===== config.mk =====
export PLATFORM = sky130hd
export DESIGN_NAME = oh_insert_mux
export DESIGN_NICKNAME = d
export VERILOG_FILES = /design/src/rtl/oh_ins_pkg.sv /design/src/rtl/oh_pos_tracker.sv /design/src/rtl/oh_insert_store.sv /design/src/rtl/oh_insert_mux.sv
export SDC_FILE = /design/constraint.sdc
export NUM_CORES = 1
export LEC_CHECK = 0
export CAP_MARGIN = 20
export CORE_MARGIN = 1.5
export CORE_UTILIZATION = 63
export CTS_BUF_LIST = sky130_fd_sc_hd__clkbuf_4 sky130_fd_sc_hd__clkbuf_8
export CTS_CLUSTER_DIAMETER = 120
export DETAILED_ROUTE_END_ITERATION = 7
export PLACE_DENSITY = 0.82
export SKIP_CTS_REPAIR_TIMING = 1
export SLEW_MARGIN = 20
export SYNTH_ARGS = -nofsm -noshare
export SYNTH_HDL_FRONTEND = slang
export SYNTH_HIERARCHICAL = 1
export SYNTH_SLANG_ARGS = --single-unit

===== constraint.sdc =====
create_clock -name clk -period 6.1 [get_ports clk]
set_input_delay 0.915 -clock clk [delete_from_list [all_inputs] [get_ports clk]]
set_output_delay 0.915 -clock clk [all_outputs]
set_load 0.02 [all_outputs]

===== src/rtl/oh_ins_pkg.sv =====
package oh_ins_pkg;

   typedef enum logic [1:0] {
      MODE_PASS   = 2'b00,
      MODE_RETIME = 2'b01,
      MODE_SPE    = 2'b10,
      MODE_RSVD   = 2'b11
   } oh_mode_e;

   localparam int OH_ROWS   = 9;
   localparam int OH_COLS   = 3;
   localparam int OH_SLOTS  = OH_ROWS * OH_COLS;
   localparam int OH_GROUPS = 13;
   localparam int SLOT_W    = 5;
   localparam int GRP_W     = 4;

   localparam logic [SLOT_W-1:0] CTRL_LO_ADDR = 5'd28;
   localparam logic [SLOT_W-1:0] CTRL_HI_ADDR = 5'd29;

   localparam int SLOT_A1 = 0;
   localparam int SLOT_A2 = 1;
   localparam int SLOT_B1 = 3;
   localparam int SLOT_B2 = 12;

   // overhead slot (row*3+col) to its enable group
   function automatic logic [GRP_W-1:0] slot_group(input logic [SLOT_W-1:0] s);
      logic [GRP_W-1:0] g;
      case (s)
         5'd0, 5'd1:                     g = 4'd0;
         5'd2:                           g = 4'd1;
         5'd3:                           g = 4'd2;
         5'd4:                           g = 4'd3;
         5'd5:                           g = 4'd4;
         5'd6, 5'd7, 5'd8:               g = 4'd5;
         5'd9, 5'd10, 5'd11:             g = 4'd6;
         5'd12:                          g = 4'd7;
         5'd13, 5'd14:                   g = 4'd8;
         5'd24:                          g = 4'd10;
         5'd25:                          g = 4'd11;
         5'd26:                          g = 4'd12;
         default:                        g = (s >= 5'd15 && s <= 5'd23) ? 4'd9 : 4'd0;
      endcase
      return g;
   endfunction

endpackage


===== src/rtl/oh_pos_tracker.sv =====
module oh_pos_tracker
   import oh_ins_pkg::*;
#(
   parameter int ROWS = 9,
   parameter int COLS = 90
)(
   input  logic              clk,
   input  logic              rst_n,
   input  logic              vld,
   input  logic              fs,
   output logic              is_oh,
   output logic [SLOT_W-1:0] slot
);
   localparam int RW = $clog2(ROWS);
   localparam int CW = $clog2(COLS);

   logic [RW-1:0] nxt_row, cur_row;
   logic [CW-1:0] nxt_col, cur_col;

   always_comb begin
      cur_row = fs ? '0 : nxt_row;
      cur_col = fs ? '0 : nxt_col;
      is_oh   = (32'(cur_col) < OH_COLS);
      slot    = SLOT_W'(32'(cur_row) * OH_COLS + 32'(cur_col));
   end

   always_ff @(posedge clk) begin
      if (!rst_n) begin
         nxt_row <= '0;
         nxt_col <= '0;
      end else if (vld) begin
         if (cur_col == CW'(COLS - 1)) begin
            nxt_col <= '0;
            nxt_row <= (cur_row == RW'(ROWS - 1)) ? '0 : cur_row + 1'b1;
         end else begin
            nxt_col <= cur_col + 1'b1;
            nxt_row <= cur_row;
         end
      end
   end

   AST_COL_RANGE: assert property (@(posedge clk) disable iff (!rst_n)
      32'(nxt_col) < COLS && 32'(nxt_row) < ROWS);

   AST_HOLD_IDLE: assert property (@(posedge clk) disable iff (!rst_n)
      !vld |=> $stable(nxt_col) && $stable(nxt_row));

endmodule


===== src/rtl/oh_insert_store.sv =====
module oh_insert_store
   import oh_ins_pkg::*;
#(
   parameter int              DATA_W = 8,
   parameter int              ADDR_W = 5,
   parameter logic [DATA_W-1:0] A1_PAT = 8'hF6,
   parameter logic [DATA_W-1:0] A2_PAT = 8'h28
)(
   input  logic                 clk,
   input  logic                 rst_n,
   input  logic                 wr_en,
   input  logic [ADDR_W-1:0]    wr_addr,
   input  logic [DATA_W-1:0]    wr_data,
   input  logic [DATA_W-1:0]    b1_calc,
   input  logic [DATA_W-1:0]    b2_calc,
   input  logic                 frame_start,
   input  oh_mode_e             mode_in,
   input  logic [SLOT_W-1:0]    slot,
   output logic [DATA_W-1:0]    ins_byte,
   output logic [OH_GROUPS-1:0] cur_ctrl,
   output oh_mode_e             cur_mode
);
   localparam int HI_BITS = OH_GROUPS - 8;

   logic [DATA_W-1:0]    slot_val [OH_SLOTS];
   logic [OH_GROUPS-1:0] shadow_ctrl, act_ctrl;
   oh_mode_e             act_mode;

   for (genvar s = 0; s < OH_SLOTS; s++) begin : g_slot
      if (s == SLOT_A1) begin : g_a1
         assign slot_val[s] = A1_PAT;
      end else if (s == SLOT_A2) begin : g_a2
         assign slot_val[s] = A2_PAT;
      end else if (s == SLOT_B1) begin : g_b1
         assign slot_val[s] = b1_calc;
      end else if (s == SLOT_B2) begin : g_b2
         assign slot_val[s] = b2_calc;
      end else begin : g_reg
         logic [DATA_W-1:0] val_q;
         always_ff @(posedge clk) begin
            if (!rst_n)
               val_q <= '0;
            else if (wr_en && wr_addr == ADDR_W'(s))
               val_q <= wr_data;
         end
         assign slot_val[s] = val_q;
      end
   end

   assign ins_byte = (32'(slot) < OH_SLOTS) ? slot_val[slot] : '0;
   assign cur_ctrl = frame_start ? shadow_ctrl : act_ctrl;
   assign cur_mode = frame_start ? mode_in : act_mode;

   always_ff @(posedge clk) begin
      if (!rst_n) begin
         shadow_ctrl <= '0;
         act_ctrl    <= '0;
         act_mode    <= MODE_PASS;
      end else begin
         if (frame_start) begin
            act_ctrl <= shadow_ctrl;
            act_mode <= mode_in;
         end
         if (wr_en && wr_addr == ADDR_W'(CTRL_LO_ADDR))
            shadow_ctrl[7:0] <= wr_data[7:0];
         if (wr_en && wr_addr == ADDR_W'(CTRL_HI_ADDR))
            shadow_ctrl[OH_GROUPS-1:8] <= wr_data[HI_BITS-1:0];
      end
   end

   AST_CTRL_FRAME_HOLD: assert property (@(posedge clk) disable iff (!rst_n)
      !frame_start |=> $stable(act_ctrl) && $stable(act_mode));

   AST_FIXED_FRAMING: assert property (@(posedge clk) disable iff (!rst_n)
      slot == 5'd0 |-> ins_byte == A1_PAT);

endmodule


===== src/rtl/oh_insert_mux.sv =====
module oh_insert_mux
   import oh_ins_pkg::*;
#(
   parameter int                DATA_W = 8,
   parameter int                ADDR_W = 5,
   parameter int                ROWS   = 9,
   parameter int                COLS   = 90,
   parameter logic [DATA_W-1:0] A1_PAT = 8'hF6,
   parameter logic [DATA_W-1:0] A2_PAT = 8'h28
)(
   input  logic              clk,
   input  logic              rst_n,
   input  logic [DATA_W-1:0] din,
   input  logic              din_vld,
   input  logic              din_fs,
   input  logic [1:0]        mode,
   input  logic              wr_en,
   input  logic [ADDR_W-1:0] wr_addr,
   input  logic [DATA_W-1:0] wr_data,
   input  logic [DATA_W-1:0] b1_calc,
   input  logic [DATA_W-1:0] b2_calc,
   output logic [DATA_W-1:0] dout,
   output logic              dout_vld,
   output logic              dout_fs
);
   if (DATA_W != 8)         begin : g_chk_w  $error("DATA_W must be 8");          end
   if (ROWS != OH_ROWS)     begin : g_chk_r  $error("ROWS must be 9");            end
   if (COLS <= OH_COLS)     begin : g_chk_c  $error("COLS must exceed 3");        end
   if (ADDR_W < SLOT_W)     begin : g_chk_a  $error("ADDR_W must be at least 5"); end

   logic                 is_oh;
   logic [SLOT_W-1:0]    slot;
   logic [DATA_W-1:0]    ins_byte;
   logic [OH_GROUPS-1:0] cur_ctrl;
   oh_mode_e             cur_mode;
   logic [GRP_W-1:0]     grp;
   logic                 use_ins;
   logic [DATA_W-1:0]    sel;
   logic                 frame_start;

   assign frame_start = din_vld && din_fs;

   oh_pos_tracker #(.ROWS(ROWS), .COLS(COLS)) u_pos (
      .clk   (clk),
      .rst_n (rst_n),
      .vld   (din_vld),
      .fs    (din_fs),
      .is_oh (is_oh),
      .slot  (slot)
   );

   oh_insert_store #(.DATA_W(DATA_W), .ADDR_W(ADDR_W),
                     .A1_PAT(A1_PAT), .A2_PAT(A2_PAT)) u_store (
      .clk         (clk),
      .rst_n       (rst_n),
      .wr_en       (wr_en),
      .wr_addr     (wr_addr),
      .wr_data     (wr_data),
      .b1_calc     (b1_calc),
      .b2_calc     (b2_calc),
      .frame_start (frame_start),
      .mode_in     (oh_mode_e'(mode)),
      .slot        (slot),
      .ins_byte    (ins_byte),
      .cur_ctrl    (cur_ctrl),
      .cur_mode    (cur_mode)
   );

   always_comb begin
      grp     = slot_group(slot);
      use_ins = cur_ctrl[grp];
      sel     = din;
      if (is_oh) begin
         if (cur_mode != MODE_PASS)
            sel = '0;
         else if (use_ins)
            sel = ins_byte;
      end
   end

   always_ff @(posedge clk) begin
      if (!rst_n) begin
         dout     <= '0;
         dout_vld <= 1'b0;
         dout_fs  <= 1'b0;
      end else begin
         dout     <= din_vld ? sel : '0;
         dout_vld <= din_vld;
         dout_fs  <= frame_start;
      end
   end

   AST_PAYLOAD_PASS: assert property (@(posedge clk) disable iff (!rst_n)
      din_vld && !is_oh |=> dout == $past(din));

   AST_CLEAR_PASS: assert property (@(posedge clk) disable iff (!rst_n)
      din_vld && is_oh && cur_mode == MODE_PASS && !use_ins |=> dout == $past(din));

   AST_OH_ZERO: assert property (@(posedge clk) disable iff (!rst_n)
      din_vld && is_oh && cur_mode != MODE_PASS |=> dout == '0);

   AST_A2_REGEN: assert property (@(posedge clk) disable iff (!rst_n)
      din_vld && is_oh && slot == 5'd1 && cur_mode == MODE_PASS && cur_ctrl[0]
      |=> dout == A2_PAT);

   AST_IDLE_ZERO: assert property (@(posedge clk) disable iff (!rst_n)
      !din_vld |=> dout == '0 && !dout_fs && !dout_vld);

endmodule


[After elaboration in Yosys (flattened, before gate mapping)]
Index checks and enable logic that the tools add are counted.
Word-level totals
  register bits after elaboration: 233
  latch bits: 0
  memory bits (writable): 0
  bits in read-only memories: 0
  output and inout port bits: 10
  memories kept: 0
Operators by class
  $add $sub $neg: 3
  multiply operators: 1
  div/mod/pow operators: 0
  order comparisons: 6
  eq/ne operators: 44
  shift-type cells: 0
  multiplexer cells: 18
  bitwise logic cells: 1
  reductions and logical operators: 34
Operator list (number)
  $eq A5 B5 Y1 const B: 16
  $eq A5 B4 Y1 const B: 14
  $mux W8: 6
  $pmux W4 S12: 1
  $bmux W8 S5: 1
  $eq A5 B3 Y1 const B: 8
  $logic_and A1 B1 Y1: 27
  $mux W4: 4
  $eq A5 B2 Y1 const B: 3
  $mux W7: 2
  $mux W13: 1
  $add A7 B1 Y7 const B: 1
  $eq A7 B7 Y1 const B: 1
  $lt A7 B2 Y1 const B: 1
  $ge A6 B6 Y1 const B: 1
  $not A5 Y6: 1
  $reduce_or A3 Y1: 2
  $add A5 B5 Y5: 1
  $eq A5 B1 Y1 const B: 1
  $ge A5 B4 Y1 const B: 1
  $le A5 B5 Y1 const B: 1
  $logic_not A5 Y1: 1
  $lt A4 B5 Y1 const B: 1
  $lt A5 B5 Y1 const B: 1
  other kinds (9): 10

[Depth between registers and ports, before layout]
  word-level depth: 12
  depth in mapped cells: 18

[Cells and area by module]
Netlist, hierarchy kept.
Modules (own cells, without submodules)
  oh_insert_store: instances 1, cells an instance 1039, area an instance 10133.5 µm², seq. area each 4244.1 µm²
  oh_pos_tracker: instances 1, cells an instance 126, area an instance 1018.5 µm², seq. area each 220.2 µm²
  oh_insert_mux: instances 1, cells an instance 109, area an instance 848.3 µm², seq. area each 200.2 µm²

[Least setup slack after synthesis]
No wires, ideal clock.
  path type: input to register
  from: input port din_fs
  to: register dout[0]
  setup time: 93 ps
  arrival time: 4535 ps
  required time: 6007 ps
  setup slack: 1472 ps
  stages: 15
  path buffers: 2
  cell sequence: buf_2 > buf_2 > nor2_1 > ha_1 > or2_2 > ha_1 > a21o_1 > a21oi_1 > xor2_1 > nor3_2 > o41ai_4 > mux2_1 > a311o_2 > o32a_4 > o32ai_1
On the way
  word-level cells in the longest chain between the ends: 12
  elaborated cells on any way between the ends: 47
  those cells by class: add/sub: 1; mul: 1; order compare: 4; eq/ne: 17; mux: 15; bitwise: 1; reduce/logical: 8
RTL lines
  from (decl): line oh_insert_mux.sv:15  | input logic din_fs,
  $mux W4: line oh_pos_tracker.sv:21  | cur_row = fs ? '0 : nxt_row;
  $mul A4 B2 Y5: line oh_pos_tracker.sv:24  | slot = SLOT_W'(32'(cur_row) * OH_COLS + 32'(cur_col));
  $add A5 B5 Y5 *: line oh_pos_tracker.sv:24
  via slot[4]: line oh_insert_mux.sv:32  | logic [SLOT_W-1:0] slot;
  $ge A5 B4 Y1 / $le A5 B5 Y1 (equally long branches): line oh_ins_pkg.sv:41  | default: g = (s >= 5'd15 && s <= 5'd23) ? 4'd9 : 4'd0;
  $logic_and A1 B1 Y1: line oh_ins_pkg.sv:41
  $mux W4: line oh_ins_pkg.sv:41
  $pmux W4 S12: line oh_ins_pkg.sv:28  | case (s)
  $bmux W1 S4: line oh_insert_mux.sv:71  | use_ins = cur_ctrl[grp];
  $mux W1 (not written as such): line oh_insert_mux.sv:71
  $mux W8 *: line oh_insert_mux.sv:76  | else if (use_ins)
  $mux W8 *: line oh_insert_mux.sv:74  | if (cur_mode != MODE_PASS)
  $mux W8 *: line oh_insert_mux.sv:73  | if (is_oh) begin
  to (signal assigned): line oh_insert_mux.sv:87  | dout <= din_vld ? sel : '0;
  to (decl): line oh_insert_mux.sv:22  | output logic [DATA_W-1:0] dout,
The timed path passes the listed nets; every way through them passes the cells marked *. The select of a mux whose other input is x is not followed.
A chain may end at the register's enable or synchronous reset.

[Worst setup path in the final report]
  from: input port din_fs
  to: register dout[3]
The elaborated chain is that of the path after synthesis.

==> flow_metrics.env <==
export IMPL_syn2layout_area_growth_pct=11.30
export IMPL_ios=54
export IMPL_clock_sinks=233
export IMPL_r2r_start="u_pos/nxt_row[2]$_SDFFE_PN0P_"
export IMPL_layout_drive_gt1_share=0.1379
export IMPL_start_kind="input pin"
export IMPL_overflow=0
export IMPL_drt_iter0_drc=865
export IMPL_drc=0
export IMPL_grt_first_pass_wirelength_um=49110
export IMPL_tightest_slew_ns=1.154
export IMPL_timing_reg2reg_setup_slack_ns=1.71
export IMPL_power_mw=3.255
export IMPL_grt_usage=0.3116
export IMPL_fin_skew_ns=0.01963
export IMPL_h_tree_depth=2
export IMPL_crit_buf_inv=3
export IMPL_rows=50
export IMPL_holdCritStartpoint="u_store/g_slot[4].g_reg.val_q[5]$_SDFFE_PN0P_"
export IMPL_cp_max_fo=10
export IMPL_power_density_nw_per_um2=243.7
export IMPL_p_leak_nw=4.500
export IMPL_yosys_cell_count_top_type="dfxtp_1"
export IMPL_whs_endpoint="u_store/g_slot[4].g_reg.val_q[5]$_SDFFE_PN0P_"
export IMPL_ys_seq_elements=233
export IMPL_num_antenna_cells=0
export IMPL_max_cap_violations=0
export IMPL_portBuffers=53
export IMPL_cts_tree="built"
export IMPL_post_drt_wl_per_cell_um=20.01
export IMPL_irDropWorstVdd_mv=0.1907
export IMPL_criticalPathCategory="in2reg"
export IMPL_cts_inserted_buffers=40
export IMPL_tns_ns=0
export IMPL_yosysWarnings=6
export IMPL_fillers=1404
export IMPL_routed_via_density=6.203
export IMPL_status="completed"
export IMPL_dp_slack_ns=0.6487
export IMPL_clock_latency_ns=0.57
export IMPL_antenna_found_initial=0
export IMPL_netlist_top_cells_area="dfxtp_1 39%, mux2i_1 13%, nor2b_1 7.8%, a21boi_0 4.6%, mux4_2 4.1%"
export IMPL_synth_edf_count=0
export IMPL_fin_crit_sh=0.8117
export IMPL_dieArea_um2=19890
export IMPL_final_nets=1335
export IMPL_die_w_um=141.0
export IMPL_postPlaceCellArea_um2=12540
export IMPL_clock_fmax_ghz=0.2020
export IMPL_slowest_stage="clkdlybuf4s50_1"
export IMPL_hold_viol=0
export IMPL_rsz0062_at_grt="false"
export IMPL_syn_nets=1329
export IMPL_first_pass_iters=6
export IMPL_crit_family="compound AO/OA/AOI/OAI gates"
export IMPL_min_path_cells=2
export IMPL_drtAntennaViolNets=0
export IMPL_grt_pass1_vias=9002
export IMPL_gp_congestion=0.8664
export IMPL_dp_hpwl_um=19350
export IMPL_synth_top_area_frac=0.3887
export IMPL_cts_root_buf="clkbuf_8"
export IMPL_dieHeight_um=141.0
export IMPL_yosys_top_cells_count="233 x dfxtp_1, 160 x mux2i_1, 150 x nor2b_1, 110 x nand2_1, 79 x nand3_1"
export IMPL_synthArstFlopShare=0
export IMPL_cp_arrival_ns=5.39
export IMPL_avgSynthCellArea_um2=9.419
export IMPL_hold_class="reg2reg"
export IMPL_vias=9547
export IMPL_synthesis_area_um2=12000
export IMPL_max_stage_delay_ns=0.65
export IMPL_reg2reg_depth=14
export IMPL_endpoint_kind="flip-flop"
export IMPL_cts_buffer_depth=3
export IMPL_timing_final_ws_setup_ns=1.149
export IMPL_slew_headroom=0.2283
export IMPL_synth_distinct_cells=85
export IMPL_finalCriticalPeriod_ns=4.951
export IMPL_core_area_um2=18710
export IMPL_yosysSeqAreaShare=0.3887
export IMPL_synth_flop_cell="dfxtp_1"
export IMPL_synth_top_area_cell="dfxtp_1"
export IMPL_final_util=0.7140
export IMPL_setup_viol=0
export IMPL_synthCells=1274
export IMPL_r2r_end="dout[3]$_SDFF_PN0_"
export IMPL_final_max_slew_viol_count=0
export IMPL_fin_area_um2=13360
export IMPL_initial_utilization=0.6415
export IMPL_cp_required_ns=6.54
export IMPL_drt_wl_total_um=30800
export IMPL_clkSlewWorstSetupHoldPaths_ns=0.06
export IMPL_path_cells="clkdlybuf4s50_1 -> inv_1 -> nand2_1 -> inv_1 -> ha_1 -> or2_2 -> ha_1 -> a21o_1 -> a21oi_1 -> xor2_2 -> and2_1 -> o41ai_4 -> mux2_1 -> a311o_2 -> o32a_4 -> o32ai_1"
export IMPL_grt_start_max_net_pins=124
-- tightest hold or removal path, stage by stage, from the launching register on --
cell and delay (ns):
dfxtp_1 0.31, nand2_1 0.04, a21boi_0 0.06
-- how the worst max path moves through the flow --
stage / slack (ns) / end / cells past startpoint / from
6_report: 1.15 / dout[3]$_SDFF_PN0_ / 16 / din_fs
5_1_grt: 0.90 / dout[3]$_SDFF_PN0_ / 16 / din_fs
4_1_cts: 1.17 / dout[3]$_SDFF_PN0_ / 16 / din_fs
3_5_place_dp: 0.65 / dout[3]$_SDFF_PN0_ / 16 / din_fs
3_3_place_gp: 0.77 / dout[3]$_SDFF_PN0_ / 16 / din_fs
2_1_floorplan: 1.47 / dout[0]$_SDFF_PN0_ / 15 / din_fs
-- cell families (layout without fill, tap and decap cells) --
kind of cell    count (synthesis)  in the layout  synth area share
xor+xnor                        6              6          0.004379
simple gates                  468            468            0.2184
fa+ha+maj                      11             11           0.01209
flops                         233            233            0.3887
buf+inv                       143            174           0.05057
mux                           208            208            0.1991
compound gates                205            205            0.1267
-- routing by layer --
| metal | GRT usage | wire (um) | vias to the layer above |
|---|---|---|---|
| met5 | 0 | 0 | - |
| met4 | 0.1075 | 789 | 0 |
| met3 | 0.06590 | 2506 | 66 |
| met2 | 0.4799 | 13870 | 399 |
| met1 | 0.4351 | 13630 | 4591 |
| li1 | - | - | 4491 |
-- cell type report --
type                    instances  area (um2)  area share
multi-input cells             898        6774      0.5072
flip-flops and latches        233        4664      0.3492
clock buffers                  61       758.2     0.05677
repair buffers                 74       675.6     0.05059
well taps                     234       292.8     0.02192
inverters                      33       123.9    0.009274
clock inverters                 6       67.56    0.005059
-- sequential cells by signal, indices dropped and copies added, names as in the netlist --
register,count
u_pos/nxt_col,7
u_store/g_slot.g_reg.val_q,184
dout_fs,1
dout,8
u_store/act_ctrl,13
u_store/act_mode,2
u_store/shadow_ctrl,13
dout_vld,1
u_pos/nxt_row,4
-- power breakdown --
group / switching (mW) / internal (mW) / total [mW]
clock network: 0.641 / 0.835 / 1.48
registers: 0.00677 / 1.54 / 1.54
logic: 0.140 / 0.0959 / 0.236
-- layout by cell type (no fill, tap or decap), drive strengths merged, types with 5 or more instances in the layout --
master         count
a21oi             27
nand2b            11
clkbuf            61
nor3              17
a221oi             7
and2              19
or3                5
a32oi              5
o32ai             10
inv               35
nor2b            150
buf               24
ha                10
nand2            110
mux2              26
nor2              37
nand3             80
o22ai              8
dfxtp            233
a211oi            11
clkdlybuf4s50     50
mux4              22
nor3b              7
o21ai             21
mux2i            160
a21boi            76
-- per-stage QoR --
| step | hold WS (ns) | instances |
|---|---|---|
| 2_1_floorplan | 0.4389 | 1274 |
| 3_3_place_gp | 0.4470 | 1472 |
| 3_5_place_dp | 0.4569 | 1472 |
| 4_1_cts | 0.4649 | 1539 |
| 5_1_grt | 0.4796 | 1539 |
| 6_report | 0.4621 | 1539 |
Power figures use the tool's default switching activity.
